==> src/rtl/lps_pkg.sv <==
package lps_pkg;
  localparam int MODE_W = 2;

  typedef enum logic [MODE_W-1:0] {
    SUB_NONE    = 2'b00,
    SUB_HALF    = 2'b01,
    SUB_QUARTER = 2'b10,
    SUB_EIGHTH  = 2'b11
  } sub_mode_e;
endpackage

==> src/rtl/lps_mode_reg.sv <==
module lps_mode_reg
  import lps_pkg::*;
(
  input  logic              clk,
  input  logic              rst,
  input  logic              frame_start,
  input  logic [MODE_W-1:0] mode_in,
  output sub_mode_e         mode_q
);
  // The pattern for a frame is fixed at its start
  always_ff @(posedge clk) begin
    if (rst)              mode_q <= SUB_NONE;
    else if (frame_start) mode_q <= sub_mode_e'(mode_in);
  end
endmodule

==> src/rtl/lps_pair_counter.sv <==
module lps_pair_counter #(
  parameter int PAIR_W = 3
) (
  input  logic              clk,
  input  logic              rst,
  input  logic              frame_start,
  input  logic              line_done,
  output logic [PAIR_W-1:0] pair_next
);
  logic              second_line_q;
  logic [PAIR_W-1:0] pair_q;

  always_comb begin
    if (frame_start)                     pair_next = '0;
    else if (line_done && second_line_q) pair_next = pair_q + PAIR_W'(1);
    else                                 pair_next = pair_q;
  end

  always_ff @(posedge clk) begin
    if (rst || frame_start) begin
      second_line_q <= 1'b0;
      pair_q        <= '0;
    end else if (line_done) begin
      second_line_q <= ~second_line_q;
      pair_q        <= pair_next;
    end
  end
endmodule

==> src/rtl/lps_keep_decode.sv <==
module lps_keep_decode
  import lps_pkg::*;
#(
  parameter int PAIR_W = 3
) (
  input  sub_mode_e         mode,
  input  logic [PAIR_W-1:0] pair_idx,
  output logic              keep
);
  logic [PAIR_W-1:0] group_mask;

  // Group size is 2**mode pairs; only index 0 of each group is kept
  always_comb begin
    group_mask = PAIR_W'((32'd1 << mode) - 32'd1);
    keep       = ((pair_idx & group_mask) == '0);
  end
endmodule

==> src/rtl/line_pair_subsampler.sv <==
module line_pair_subsampler
  import lps_pkg::*;
#(
  parameter int PAIR_W = 3
) (
  input  logic              clk,
  input  logic              rst,
  input  logic [MODE_W-1:0] mode_i,
  input  logic              frame_start_i,
  input  logic              line_done_i,
  output logic              line_en_o
);
  sub_mode_e         mode_q;
  logic [PAIR_W-1:0] pair_next;
  logic              keep;

  lps_mode_reg u_mode (
    .clk         (clk),
    .rst         (rst),
    .frame_start (frame_start_i),
    .mode_in     (mode_i),
    .mode_q      (mode_q)
  );

  lps_pair_counter #(.PAIR_W(PAIR_W)) u_cnt (
    .clk         (clk),
    .rst         (rst),
    .frame_start (frame_start_i),
    .line_done   (line_done_i),
    .pair_next   (pair_next)
  );

  lps_keep_decode #(.PAIR_W(PAIR_W)) u_dec (
    .mode     (mode_q),
    .pair_idx (pair_next),
    .keep     (keep)
  );

  always_ff @(posedge clk) begin
    if (rst)                              line_en_o <= 1'b1;
    else if (frame_start_i || line_done_i) line_en_o <= keep;
  end
endmodule

==> config.mk <==
export PLATFORM = sky130hd
export DESIGN_NAME = line_pair_subsampler
export DESIGN_NICKNAME = d
export VERILOG_FILES = /design/src/rtl/lps_pkg.sv /design/src/rtl/lps_mode_reg.sv /design/src/rtl/lps_pair_counter.sv /design/src/rtl/lps_keep_decode.sv /design/src/rtl/line_pair_subsampler.sv
export SDC_FILE = /design/constraint.sdc
export NUM_CORES = 1
export LEC_CHECK = 0
export BUFFER_PORTS_ARGS = -buffer_cell sky130_fd_sc_hd__buf_4
export CELL_PAD_IN_SITES_DETAIL_PLACEMENT = 0
export CELL_PAD_IN_SITES_GLOBAL_PLACEMENT = 2
export CORE_AREA = 4 4 41 43
export CTS_CLUSTER_SIZE = 25
export DETAILED_ROUTE_END_ITERATION = 10
export DIE_AREA = 0 0 45 47
export GPL_ROUTABILITY_DRIVEN = 0
export PLACE_DENSITY = 0.72
export SLEW_MARGIN = 10
export SYNTH_ARGS = -nofsm -noshare
export SYNTH_HDL_FRONTEND = slang
export SYNTH_SLANG_ARGS = --single-unit
==> constraint.sdc <==
create_clock -name clk -period 3.4 [get_ports clk]
set_clock_uncertainty 0.1 [all_clocks]
set_input_delay 0.68 -clock clk [delete_from_list [all_inputs] [get_ports clk]]
set_output_delay 0.68 -clock clk [all_outputs]
set_load 0.02 [all_outputs]
== Word-level counts from Yosys, hierarchy flattened ==
Index checks and enable logic that the tools add are counted.

* Register bits after elaboration: 7
* Input port bits: 6

* Add/sub/neg operators: 2
* Shift operators: 1
* Multiplexer cells: 2
* Bitwise logic cells: 2
* Reduce and logical (&&, ||, !) cells: 4

{| class="wikitable"
|+ Operator list
! cell !! count
|-
| two-way mux 3 bit || 2
|-
| adder 3 x 1 -> 3 bit (second input constant) || 1
|-
| AND 3 bit || 1
|-
| zero test 3 bit || 1
|-
| << shifter 1 x 2 -> 3 bit (first input constant) || 1
|-
| subtractor 3 x 1 -> 3 bit (second input constant) || 1
|-
| logical OR 1 bit || 2
|-
| logical AND 1 bit || 1
|-
| NOT 1 bit || 1
|}

== Logic depth before layout (Yosys ltp) ==
* Word-level depth: 5
* Depth in mapped cells: 5

== Modules after synthesis ==
Synthesis repeated with hierarchy kept, for this count alone.

* Cells, all modules: 36
* Area, all modules: 369.1 sq um

{| class="wikitable"
|+ By module, submodules not included
! module !! times used !! cells each !! area an instance (sq um) !! seq. area each (sq um)
|-
| lps_pair_counter || 1 || 23 || 237.7 || 80.1
|-
| lps_mode_reg || 1 || 6 || 67.6 || 40.0
|-
| line_pair_subsampler || 1 || 4 || 40.0 || 20.0
|-
| lps_keep_decode || 1 || 3 || 23.8 || 0.0
|}

== Worst setup path after synthesis ==
Ideal clock, no wire load.

* Path type: input port to flip-flop
* From: in line_done_i
* To: reg u_cnt.pair_q[2]
* Arrival: 1.220 ns
* Required time: 3.227 ns
* Slack: 2.007 ns
* Stages on the path: 4
* Cell sequence: nand3_1 > xor2_1 > o31ai_1 > nor3b_2

* Cells in the longest elaborated chain, start to end: 3

{| class="wikitable"
|+ Ends and longest elaborated chain
! what !! line !! source
|-
| start, declared || line_pair_subsampler.sv:10 || <nowiki>input logic line_done_i,</nowiki>
|-
| logical AND 1 bit || lps_pair_counter.sv:15 || <nowiki>else if (line_done && second_line_q) pair_next = pair_q + PAIR_W'(1);</nowiki>
|-
| two-way mux 3 bit || lps_pair_counter.sv:15 ||
|-
| two-way mux 3 bit || lps_pair_counter.sv:14 || <nowiki>if (frame_start) pair_next = '0;</nowiki>
|-
| end signal, assigned || lps_pair_counter.sv:25 || <nowiki>pair_q <= pair_next;</nowiki>
|-
| end, declared || lps_pair_counter.sv:11 || <nowiki>logic [PAIR_W-1:0] pair_q;</nowiki>
|}

Several ways; a longest one is shown, not always the timed one.
A chain may end at the register's enable or synchronous reset.

== Worst setup path after layout ==
* From: reg line_en_o
* To: out line_en_o

{| class="wikitable"
|+ RTL lines
! what !! line !! source
|-
| start, declared || line_pair_subsampler.sv:11 || <nowiki>output logic line_en_o</nowiki>
|-
| start signal, assigned || line_pair_subsampler.sv:41 || <nowiki>else if (frame_start_i || line_done_i) line_en_o <= keep;</nowiki>
|}

No word-level cell between the ends.

==> impl.org <==
** Yosys
- Sequential cell area fraction in the yosys report :: 43.2%
- The cell count after synthesis came out at 36.
- In this run the biggest area consumer among cell types represents 43.2% of the synthesized area.
- Synthesis instantiated 17 different standard cells from the library.
- For this run, the number of Yosys warnings is 0.
- Count of flip-flops with a built-in enable after synthesis :: 0
- Leading cell type by number of instances after synthesis :: dfxtp_1
- Synthesis produced a netlist with a net count of 43.
- The synthesized design contains 7 register bits.
- Mean cell area of the mapped netlist :: 9.00 µm²
- After synthesis, the share of flip-flops with an asynchronous set or reset is 0%.
- The mapped netlist covers 324 µm².
- For this run, the leading register cell type out of synthesis is dfxtp_1.
- After synthesis, the cell types taking the most area are dfxtp_1 (43%), xor2_1 (8.1%), mux2i_1 (6.2%), nor3_1 (6.2%), a21oi_1 (4.6%).
- Area leader, netlist :: dfxtp_1
- Commonest cells post-synth :: dfxtp_1 (7), nor3_1 (4)

** Pwr
- In this run the static leakage power is 0.000175 µW.
- Dividing total power by cell area gives a power density of 442 nW/µm².
- VDD sags by at most 0.202 mV.

** STA
- Static timing analysis puts the maximum clock frequency at 0.669 GHz.
- Final Cycle Share :: 44.0%
- Number of hold violations in the final report :: 0
- Minimum clock period after layout :: 1500 ps
- Setup TNS :: 0 ps
- Relative max-transition margin :: 86.4%
- Transition time at the pin with the least slew margin :: 198 ps
- Setup violations remaining at the end of the flow were counted as 0.
- Slew Viols, Final :: 0
- Setup repair after global routing missed its margin :: false
- Hold slack :: 366 ps

** Setup path
- The endpoint identified for the worst register-to-register timing path is u_cnt.pair_q[2]$_SDFFE_PP0P_.
- STA classifies the critical path startpoint as a register.
- The setup check on the worst reg-to-reg path leaves a slack of 2110 ps.
- In this run the critical register-to-register path is launched from u_cnt.pair_q[0]$_SDFFE_PP0P_.
- Counting cells, the worst reg-to-reg path comes to 5.
- Slowest CP cell :: dfxtp_1
- Sequence of cells on the critical path :: buf_4
- The worst setup path is of the register to output pin kind.
- Crit-path max FO :: 2
- The number of buffers and inverters on the critical path is 1.
- Arrival time of data at the critical path endpoint :: 720 ps
- STA classifies the critical path endpoint as an output pin.
- Top delay family on crit path :: flip-flops
- Max stage delay on crit path :: 320 ps
- Worst path required time :: 2620 ps

** Global route
- The via count of the first global-routing pass is 244.
- Tot GR Track Use :: 7.76%
- First-pass GRT wire length :: 1030 µm
- Initial antenna violation count :: 0
- GRT overflow :: 0
- Entering global routing, the biggest net connects 12 pins.

** Clock network
- Clock sink total :: 7
- TritonCTS built the clock tree.
- CTS max path bufs :: 2
- Clock-pin slew of the registers on the worst-case setup and hold paths :: 50 ps
- Clock buffers created by TritonCTS :: 3
- After clock tree synthesis, the repair step resized 0 gates.
- Number of setup buffers added after CTS :: 0
- H-tree levels :: 1
- Hold repair after CTS inserted 0 buffers.
- CTS Root Cell :: clkbuf_4
- Clock Latency Late Sink :: 250 ps

** Route
- Routed WL per cell :: 9.98 µm
- Total iterations of the first detailed-routing run :: 3
- Detailed routing inserted a total of 266 vias.
- After detailed routing, the number of vias per cell comes to 4.43.
- The first routing iteration left 3 violations.
- Post-route antenna net violation count :: 0
- WL final :: 599 µm
- For this run, design rule violations remaining after detail routing come to 0.

** Min path
- Along the worst hold path, the cell count comes to 2.
- The worst hold path terminates at line_en_o$_SDFFE_PP1P_.
- Type of the tightest min-delay check :: register to register
- The startpoint identified for the worst hold timing path is line_en_o$_SDFFE_PP1P_.

** Layout
- Post-route standard cell area excluding fillers :: 409 µm²
- Share of layout cells above drive strength 1 :: 24.4%
- The area growth from synthesis to layout is 26.3%.
- Fillers :: 150
- At the end of the flow, the number of nets in the layout was 53.
- Once layout is complete, the cells apart from fillers number 60.
- Number of diodes :: 0

** Placed design
- Port buffer count :: 6
- DP Cell Count :: 56
- Summing all placed instances gives a cell area of 383 µm².

** Floorplan
- From left edge to right edge, the die measures 45 µm.
- Starting Density :: 24.9%
- The core region is 1300 µm².
- Vert. Die Dim :: 47 µm
- 7 I/O pins were placed.
- Die Outline Area :: 2120 µm²
- After floorplanning, the core was divided into 13 placement rows.

** Outcome
- Result of the run :: completed

** Job
- Across the run, the number of max-cap violations was 0.
==> cell families after synthesis <==
group	share of synthesized area, %
flip-flops	43.2
XOR/XNOR	10.8
adder cells (fa/ha/maj)	3.86
AO/OA/AOI/OAI	10.8
AND/OR/NAND/NOR	22.4
multiplexers	6.18
buffers and inverters	2.70
==> through the flow <==
step	utilization (%)	power (µW)	setup WS [ps]
6_report	31.4	181	1900
5_1_grt	31.4	194	1850
4_1_cts	31.4	184	1890
3_5_place_dp	29.4	106	1780
3_3_place_gp	29.4	105	1770
2_1_floorplan	-	97.5	2010
==> per-layer routing <==
layer | up-vias | global-route usage (%) | part of all wire (%)
met5 | - | 0 | 0
li1 | 143 | - | -
met3 | 5 | 3.83 | 7.5
met2 | 9 | 9.04 | 44
met4 | 0 | 10.5 | 5.5
met1 | 109 | 8.70 | 42
==> registers in the layout (all words and copies together) (netlist names) <==
register and cells:
u_cnt.pair_q 3, u_mode.mode_q 2, line_en_o 1, u_cnt.second_line_q 1
==> cells in the final DEF, fill, tap and decap left out, types with 2 or more instances in the layout <==
master	instances
dfxtp_1	7
buf_4	6
nor3_1	4
xor2_1	3
nand2_1	3
a21oi_1	3
nor2_1	3
clkbuf_4	3
mux2i_1	2
o31ai_1	2
==> layout make-up <==
| cell class | instances | area, µm² | area share (%) |
|---|---|---|---|
| flip-flops and latches | 7 | 140 | 34.3 |
| repair buffers | 6 | 45.0 | 11.0 |
| well taps | 15 | 18.8 | 4.59 |
| multi-input cells | 27 | 175 | 42.8 |
| clock buffers | 4 | 26.3 | 6.42 |
| inverters | 1 | 3.75 | 0.917 |
==> worst max-delay path by stage <==
stage                                    to              startpoint  cells after the start  slack (ps)
2_1_floorplan  u_cnt.pair_q[2]$_SDFFE_PP0P_             line_done_i                      4        2010
5_1_grt                           line_en_o  line_en_o$_SDFFE_PP1P_                      1        1850
4_1_cts                           line_en_o  line_en_o$_SDFFE_PP1P_                      1        1890
6_report                          line_en_o  line_en_o$_SDFFE_PP1P_                      1        1900
3_5_place_dp         line_en_o$_SDFFE_PP1P_             line_done_i                      5        1780
3_3_place_gp         line_en_o$_SDFFE_PP1P_             line_done_i                      5        1770
==> power breakdown <==
part           internal [µW]  switching (µW)
Combinational           8.55            8.45
Clock                   44.9            32.0
Sequential              84.8            2.29
Note: power is estimated with default switching activity, not from simulation.
